## src/rtl/pfser_pkg.sv

```systemverilog
package pfser_pkg;

   typedef enum logic [1:0] {
      GEN_SDR  = 2'd0,
      GEN_DDR1 = 2'd1,
      GEN_DDR2 = 2'd2,
      GEN_DDR3 = 2'd3
   } gen_e;

   localparam int MAX_PREFETCH = 8;
   localparam int CNT_W        = 4;

   function automatic logic [CNT_W-1:0] beats_of(input gen_e g);
      return CNT_W'(1) << g;
   endfunction

endpackage

```

## src/rtl/pfser_mode_dec.sv

```systemverilog
module pfser_mode_dec
   import pfser_pkg::*;
(
   input  logic [1:0]       gen,
   output logic [CNT_W-1:0] beats,
   output logic             single_rate
);

   gen_e g;

   always_comb begin
      g           = gen_e'(gen);
      beats       = beats_of(g);
      single_rate = (g == GEN_SDR);
   end

endmodule

```

## src/rtl/pfser_rd_shift.sv

```systemverilog
module pfser_rd_shift
   import pfser_pkg::*;
#(
   parameter int DQ_W   = 8,
   parameter int WORD_W = DQ_W * MAX_PREFETCH
) (
   input  logic              clk,
   input  logic              rst_n,
   input  logic              load_req,
   input  logic [WORD_W-1:0] load_word,
   input  logic [CNT_W-1:0]  beats_in,
   input  logic              sdr_in,
   output logic [DQ_W-1:0]   dq,
   output logic              oe,
   output logic              strobe,
   output logic              first,
   output logic              busy_o
);

   logic [WORD_W-1:0] sreg;
   logic [CNT_W-1:0]  left;
   logic [2:0]        idx;
   logic              half;
   logic              sdr_q;
   logic              active;
   logic              beat_end;
   logic              last_slot;
   logic              take;

   always_comb begin
      beat_end  = !sdr_q || half;
      last_slot = active && (left == CNT_W'(1)) && beat_end;
      busy_o    = active && !last_slot;
      take      = load_req && !busy_o;
   end

   always_ff @(posedge clk or negedge rst_n) begin
      if (!rst_n) begin
         sreg   <= '0;
         left   <= '0;
         idx    <= '0;
         half   <= 1'b0;
         sdr_q  <= 1'b0;
         active <= 1'b0;
      end else if (take) begin
         sreg   <= load_word;
         left   <= beats_in;
         idx    <= '0;
         half   <= 1'b0;
         sdr_q  <= sdr_in;
         active <= 1'b1;
      end else if (active) begin
         if (beat_end) begin
            half <= 1'b0;
            if (left == CNT_W'(1)) begin
               active <= 1'b0;
            end else begin
               sreg <= sreg >> DQ_W;
               left <= left - CNT_W'(1);
               idx  <= idx + 3'd1;
            end
         end else begin
            half <= 1'b1;
         end
      end
   end

   always_comb begin
      dq     = active ? sreg[DQ_W-1:0] : '0;
      oe     = active;
      strobe = active && !idx[0];
      first  = active && (idx == 3'd0);
   end

endmodule

```

## src/rtl/pfser_wr_pack.sv

```systemverilog
module pfser_wr_pack
   import pfser_pkg::*;
#(
   parameter int DQ_W   = 8,
   parameter int WORD_W = DQ_W * MAX_PREFETCH
) (
   input  logic              clk,
   input  logic              rst_n,
   input  logic              beat_valid,
   input  logic [DQ_W-1:0]   beat,
   input  logic [CNT_W-1:0]  beats_in,
   output logic [WORD_W-1:0] word,
   output logic              word_valid
);

   logic [WORD_W-1:0] acc;
   logic [WORD_W-1:0] nxt;
   logic [CNT_W-1:0]  cnt;
   logic [CNT_W-1:0]  tgt;
   logic [CNT_W-1:0]  cur_tgt;
   logic [CNT_W-1:0]  cnt_inc;

   always_comb begin
      cur_tgt = (cnt == '0) ? beats_in : tgt;
      cnt_inc = cnt + CNT_W'(1);
      nxt     = (cnt == '0) ? '0 : acc;
      nxt[int'(cnt[2:0])*DQ_W +: DQ_W] = beat;
   end

   always_ff @(posedge clk or negedge rst_n) begin
      if (!rst_n) begin
         acc        <= '0;
         cnt        <= '0;
         tgt        <= '0;
         word       <= '0;
         word_valid <= 1'b0;
      end else begin
         word_valid <= 1'b0;
         if (beat_valid) begin
            acc <= nxt;
            tgt <= cur_tgt;
            if (cnt_inc == cur_tgt) begin
               cnt        <= '0;
               word       <= nxt;
               word_valid <= 1'b1;
            end else begin
               cnt <= cnt_inc;
            end
         end
      end
   end

endmodule

```

## src/rtl/pfser_top.sv

```systemverilog
module pfser_top
   import pfser_pkg::*;
#(
   parameter int DQ_W = 8
) (
   input  logic                         clk,
   input  logic                         rst_n,
   input  logic [1:0]                   gen,
   input  logic                         rd_load,
   input  logic [DQ_W*MAX_PREFETCH-1:0] rd_word,
   output logic                         busy,
   output logic [DQ_W-1:0]              dq_out,
   output logic                         dq_oe,
   output logic                         dq_strobe,
   output logic                         rd_first,
   input  logic                         wr_valid,
   input  logic [DQ_W-1:0]              dq_in,
   output logic [DQ_W*MAX_PREFETCH-1:0] wr_word,
   output logic                         wr_word_valid
);

   localparam int WORD_W = DQ_W * MAX_PREFETCH;

   generate
      if (!(DQ_W == 4 || DQ_W == 8 || DQ_W == 16)) begin : g_bad_width
         $error("pfser_top: DQ_W must be 4, 8 or 16");
      end
   endgenerate

   logic [CNT_W-1:0] beats;
   logic             single_rate;

   pfser_mode_dec u_dec (
      .gen         (gen),
      .beats       (beats),
      .single_rate (single_rate)
   );

   pfser_rd_shift #(.DQ_W(DQ_W), .WORD_W(WORD_W)) u_rd (
      .clk       (clk),
      .rst_n     (rst_n),
      .load_req  (rd_load),
      .load_word (rd_word),
      .beats_in  (beats),
      .sdr_in    (single_rate),
      .dq        (dq_out),
      .oe        (dq_oe),
      .strobe    (dq_strobe),
      .first     (rd_first),
      .busy_o    (busy)
   );

   pfser_wr_pack #(.DQ_W(DQ_W), .WORD_W(WORD_W)) u_wr (
      .clk        (clk),
      .rst_n      (rst_n),
      .beat_valid (wr_valid),
      .beat       (dq_in),
      .beats_in   (beats),
      .word       (wr_word),
      .word_valid (wr_word_valid)
   );

endmodule

```

## config.mk

```make
export PLATFORM = sky130hd
export DESIGN_NAME = pfser_top
export DESIGN_NICKNAME = d
export VERILOG_FILES = /design/src/rtl/pfser_pkg.sv /design/src/rtl/pfser_mode_dec.sv /design/src/rtl/pfser_rd_shift.sv /design/src/rtl/pfser_wr_pack.sv /design/src/rtl/pfser_top.sv
export SDC_FILE = /design/constraint.sdc
export NUM_CORES = 1
export LEC_CHECK = 0
export BUFFER_PORTS_ARGS = -buffer_cell sky130_fd_sc_hd__buf_2
export CAP_MARGIN = 0
export CORE_AREA = 2 2 142 144
export DETAILED_ROUTE_END_ITERATION = 8
export DIE_AREA = 0 0 144 146
export PLACE_DENSITY = 0.81
export SLEW_MARGIN = 40
export SYNTH_ARGS = -nofsm -noshare
export SYNTH_HDL_FRONTEND = slang
export SYNTH_HIERARCHICAL = 1
export SYNTH_SLANG_ARGS = --single-unit
export TNS_END_PERCENT = 5
```

## constraint.sdc

```tcl
create_clock -name clk -period 4.55 [get_ports clk]
set_input_delay 0.91 -clock clk [delete_from_list [all_inputs] [get_ports clk]]
set_output_delay 0.91 -clock clk [all_outputs]
set_load 0.01 [all_outputs]
```

==> results of run 1 <==
-- metal layers --
layer	up-vias	wire length (µm)
met3	45	1570
met5	-	0
li1	3481	-
met2	292	10900
met1	3732	10700
met4	0	554
-- critical path, delay by kind of cell, from the launching register on --
family / cells / cell delay (ns)
XOR/XNOR: 1 / 0.10
adder cells (fa/ha/maj): 1 / 0.45
buffers and inverters: 2 / 0.69
flip-flops: 1 / 0.68
multiplexers: 2 / 0.64
AND/OR/NAND/NOR: 3 / 1.27
-- cell usage after synthesis, types with 13 or more instances --
cell,n,share of area
a21oi_1,23,0.012
a22o_1,92,0.084
a31oi_1,15,0.0098
buf_6,13,0.015
clkbuf_1,33,0.013
dfrtp_1,211,0.55
inv_1,14,0.0055
mux2_1,25,0.029
mux2_2,39,0.046
nand2_1,54,0.021
nand3_1,29,0.015
nand4_1,14,0.0091
nor2_1,140,0.055
o21ai_0,33,0.017
o22ai_1,58,0.038
-- cell type report --
class / count / share of cell area
clock buffer: 31 / 0.0553
clock inverter: 10 / 0.0138
inverter: 14 / 0.00465
multi-input combinational: 603 / 0.347
sequential: 211 / 0.467
tap: 265 / 0.0293
timing repair buffer: 168 / 0.0830
-- state kept, by name (all words and copies together), names as in the netlist --
name             cells
u_wr/word_valid      1
u_rd/left            4
u_wr/tgt             4
u_rd/sdr_q           1
u_rd/sreg           64
u_rd/half            1
u_rd/oe              1
u_wr/word           64
u_wr/acc            64
u_rd/idx             3
u_wr/cnt             4
-- final timing paths --
path                                           startpoint  cells past startpoint                         to  slack [ns]
min in group clk                u_wr/word[21]$_DFFE_PN0P_                      1  u_wr/word[21]$_DFFE_PN0P_        0.48
worst max-delay path              u_wr/cnt[0]$_DFFE_PN0P_                      9  u_wr/word[38]$_DFFE_PN0P_        0.51
worst max register to register    u_wr/cnt[0]$_DFFE_PN0P_                      9  u_wr/word[38]$_DFFE_PN0P_        0.51
worst min register to register  u_wr/word[21]$_DFFE_PN0P_                      1  u_wr/word[21]$_DFFE_PN0P_        0.48
max in group asynchronous                           rst_n                      2  u_wr/word[37]$_DFFE_PN0P_        3.33
worst min-delay path                                rst_n                      1  u_rd/sreg[52]$_DFFE_PN0P_        0.42
-- power by group through the flow --
| stage | Sequential [W] | Combinational [W] | Clock (W) |
|---|---|---|---|
| floorplan | 0.00303 | 0.00235 | 0 |
| global placement | 0.00305 | 0.00304 | 0 |
| detailed placement | 0.00308 | 0.00314 | 0 |
| CTS | 0.00306 | 0.00318 | 0.00196 |
| global route | 0.00316 | 0.00355 | 0.00204 |
| finish | 0.00307 | 0.00320 | 0.00193 |
-- cell families (layout without fill, tap and decap cells) --
logic type / after synthesis / count (layout) / synth area share
simple gates: 282 / 282 / 0.132
compound gates: 234 / 234 / 0.173
flops: 211 / 211 / 0.550
buf+inv: 79 / 223 / 0.0441
mux: 71 / 71 / 0.0824
fa+ha+maj: 10 / 10 / 0.0130
xor+xnor: 6 / 6 / 0.00548
-- per-stage QoR --
stage / worst slack (ns) / power (W)
floorplan: 1.38 / 0.00538
global placement: 0.742 / 0.00609
detailed placement: 0.648 / 0.00622
CTS: 0.582 / 0.00820
global route: 0.242 / 0.00874
finish: 0.511 / 0.00820
==> results.ini, run 1 <==
[drt]
drt_iter0_markers = 802
dr.pass1.iters = 8
ant_nets = 0
drc = 0
vias = 7550
routed_wl_mm = 23.7
avgRoutedWirePerCell_um = 18.2
viasPerCell = 5.80

[logic_synthesis]
ys_types = 50
synth_edf_count = 0
async_flop_share = 1.00
syn_nets = 981
synth_area_um2 = 9590
post_synth_inst_count = 893
synth_ff_type = dfrtp_1
yosys_warnings = 6
synth_seq_cells = 211
seq_area_frac_synth = 0.550
avgSynthCellArea_um2 = 10.7

[pwr]
power_leakage_nw = 5.44
p_sw_frac = 0.374
power_frac_seq = 0.375
power.density_nw_per_um2 = 726
p_int_w = 0.00513
clkPwrFrac = 0.235
pwr-share-comb = 0.390
vdd_drop_max_uv = 337
power_switching_w = 0.00307

[clocking]
cts_hold_buffers = 0
h-tree-depth = 1
clkTransAtPathRegs_ns = 0.06
clock-sinks = 211
cts_resized = 0
clockBufferDepth = 3
cts_tree = yes
clock_latency_ns = 0.50
numCtsBuffers = 23
cts_setup_buffers = 0
cts-root-buf = clkbuf_16

[setup_path]
cp_slowest_cell = dfrtp_1
slowest_delay_ns = 0.68
crit_chain = inv_1 > ha_1 > or3b_4 > mux2i_1 > xor2_1 > nor4_2 > and2_2 > buf_12 > mux2_1
cp_data_arrival_time_ns = 4.41
path_class = flip-flop to flip-flop
critPathRequiredTime_ns = 4.92
cp_max_fo = 60
crit_path_start_kind = flip-flop
cp-end-kind = flip-flop

[layout]
most-common-layout-cells = 211 x dfrtp_1, 154 x buf_2, 140 x nor2_1
fin_area_um2 = 11300
fin_util = 0.585
seqCellArea_um2 = 5280
drive_above_1_share = 0.250
layout-area-overhead-vs-synth_pct = 17.8
multi_input_area_um2 = 3920
nNetsFinal = 1109
final_common_cell = dfrtp_1
finalNonFillerCells = 1302
antenna_cells = 0
fill_cells = 1569

[sta]
finalCriticalPeriod_ns = 4.04
slew_viol_final = 0
rsz0062_at_grt = no
timing.fmax_ghz = 0.248
worstMarginPinSlew_ns = 0.818
fin_tns_setup_ns = 0
fin_hold_ws_ns = 0.415
fin_crit_sh = 0.888
fin_worst_skew_ns = 0.0145
setup_viol = 0
hold_violations = 0
relSlewSlack = 0.452

[placement]
dp_hpwl_mm = 15.3
portBuffers = 154
gp_congestion = 0.917
dp.cells = 1261
dpl_cell_area_um2 = 10500

[grt]
grt_remaining_overflow = 0
first_global_vias = 7353
grtUsageTotal = 0.225
use_met2 = 0.345
grt_max_degree = 120
grt_pass1_wl_mm = 38.4
met1_usage = 0.331
gr-usage-met3 = 0.0362
antenna_found_initial = 0
top_usage_layer = met2

[floorplan]
dieHeight_um = 146
start_util = 0.496
core_area_um2 = 19300
rows = 51
dieWidth_um = 144
dieArea_um2 = 21000
pin_count = 155

[hold_path]
holdCritPathClass = input port to asynchronous set/reset pin

[flow_run]
maxCapViolCount = 0

[outcome]
outcome = completed

(Power assumes the default switching activity.)
==> inputs of run 2 (changes only) <==
==> constraint.sdc (replaced) <==
create_clock -name clk -period 3.95 [get_ports clk]
set_input_delay 0.79 -clock clk [delete_from_list [all_inputs] [get_ports clk]]
set_output_delay 0.79 -clock clk [all_outputs]
set_load 0.01 [all_outputs]
==> results.ini, run 2 (same netlist as run 1, synthesis figures left out) <==
[clocking]
cts_setup_buffers = 0
h-tree-depth = 1
cts_resized = 0
clock-sinks = 211
cts-root-buf = clkbuf_16
numCtsBuffers = 23
clock_latency_ns = 0.50
clockBufferDepth = 3
clkTransAtPathRegs_ns = 0.06
cts_hold_buffers = 0
cts_tree = yes

[sta]
rsz0062_at_grt = no
setup_viol = 0
relSlewSlack = 0.450
fin_crit_sh = 0.891
fin_worst_skew_ns = 0.0147
slew_viol_final = 0
hold_violations = 0
worstMarginPinSlew_ns = 0.822
finalCriticalPeriod_ns = 3.52
timing.fmax_ghz = 0.284
fin_tns_setup_ns = 0

[layout]
nNetsFinal = 1114
layout-area-overhead-vs-synth_pct = 18.2
final_common_cell = dfrtp_1
fin_util = 0.587
top_regs = u_rd/sreg (64), u_wr/acc (64), u_wr/word (64)
fill_cells = 1601
drive_above_1_share = 0.251
most-common-layout-cells = 211 x dfrtp_1, 154 x buf_2, 140 x nor2_1

[setup_path]
cp-end-kind = flip-flop
crit_path_start_kind = flip-flop
crit_family = simple AND/OR/NAND/NOR gates
path_class = flip-flop to flip-flop
cp_max_fo = 26
reg2regPathDepth = 9
cp_slowest_cell = dfrtp_1
cp.depth = 9
r2r-start = u_wr/cnt[0]$_DFFE_PN0P_
crit_chain = inv_1 > ha_1 > or3b_4 > mux2i_1 > xor2_1 > nor4_2 > and2_2 > buf_12 > mux2_2
critPathRequiredTime_ns = 4.33
slowest_delay_ns = 0.56
startpoint = u_wr/cnt[0]$_DFFE_PN0P_
cp_data_arrival_time_ns = 3.90
cp_num_buf_inv = 2

[drt]
dr.pass1.iters = 6
vias = 7648
routed_wl_mm = 24.1
drt_iter0_markers = 749
avgRoutedWirePerCell_um = 18.5
ant_nets = 0
viasPerCell = 5.85
drc = 0

[grt]
first_global_vias = 7511
grt_pass1_wl_mm = 39.2
grt_remaining_overflow = 0
grt_max_degree = 97
grtUsageTotal = 0.231
antenna_found_initial = 1

[hold_path]
holdCritPathClass = input port to asynchronous set/reset pin

[floorplan]
core_area_um2 = 19300
pin_count = 155
start_util = 0.496
dieArea_um2 = 21000
dieHeight_um = 146
rows = 51
dieWidth_um = 144

[placement]
gp_congestion = 0.911
dp_hpwl_mm = 15.8
portBuffers = 154

[pwr]
vdd_drop_max_uv = 410
power.density_nw_per_um2 = 839
power_leakage_nw = 5.46

[flow_run]
maxCapViolCount = 0

[outcome]
outcome = completed

[run 2: worst register-to-register path, cell delays in order, from the launching register on]
cell     delay, ns
dfrtp_1       0.56
inv_1         0.17
ha_1          0.39
or3b_4        0.47
mux2i_1       0.20
xor2_1        0.12
nor4_2        0.35
and2_2        0.52
buf_12        0.25
mux2_2        0.37
[run 2: where the power goes]
| group | internal, W | switching [W] | total, W | leakage (nW) |
|---|---|---|---|---|
| sequential | 0.00300 | 0.000538 | 0.00354 | 2.75 |
| clock | 0.00140 | 0.000853 | 0.00225 | 0.384 |
| combinational | 0.00154 | 0.00219 | 0.00373 | 2.33 |
| total | 0.00594 | 0.00358 | 0.00952 | 5.46 |
[run 2: path summary, 6_finish.rpt]
| path | to | slack, ns |
|---|---|---|
| max | u_wr/word[9]$_DFFE_PN0P_ | 0.43 |
| max in group asynchronous | u_rd/sreg[2]$_DFFE_PN0P_ | 2.82 |
| max reg2reg | u_wr/word[9]$_DFFE_PN0P_ | 0.43 |
| min | u_rd/sreg[36]$_DFFE_PN0P_ | 0.28 |
| min in group clk | u_wr/word[17]$_DFFE_PN0P_ | 0.48 |
| min reg2reg | u_wr/word[17]$_DFFE_PN0P_ | 0.48 |
[run 2: layer usage]
metal  vias up  GRT usage  routed length, µm
met5         -          0                  0
met4         0     0.0681                482
met3        44     0.0385               1730
met2       334      0.354              11400
met1      3780      0.339              10600
li1       3490          -                  -
[run 2: final cells by class]
| type | count | area, µm² | area share |
|---|---|---|---|
| sequential | 211 | 5280 | 0.465 |
| tap | 265 | 332 | 0.0292 |
| inverter | 14 | 52.6 | 0.00463 |
| multi-input combinational | 603 | 3920 | 0.345 |
| clock buffer | 33 | 643 | 0.0567 |
| clock inverter | 8 | 149 | 0.0131 |
| timing repair buffer | 173 | 966 | 0.0852 |
| antenna | 1 | 2.50 | 0.000221 |
[run 2: through the flow]
step	hold WS [ns]	instance area [µm²]	instances	setup slack, ns	total power, W
after CTS	0.388	11300	1306	0.488	0.00950
after global routing	0.353	11300	1308	0.263	0.0101
after floorplan	0.449	9590	893	0.784	0.00620
final	0.278	11300	1308	0.432	0.00952
after detailed placement	0.470	10500	1265	0.532	0.00718
after global placement	0.462	10500	1264	0.658	0.00703
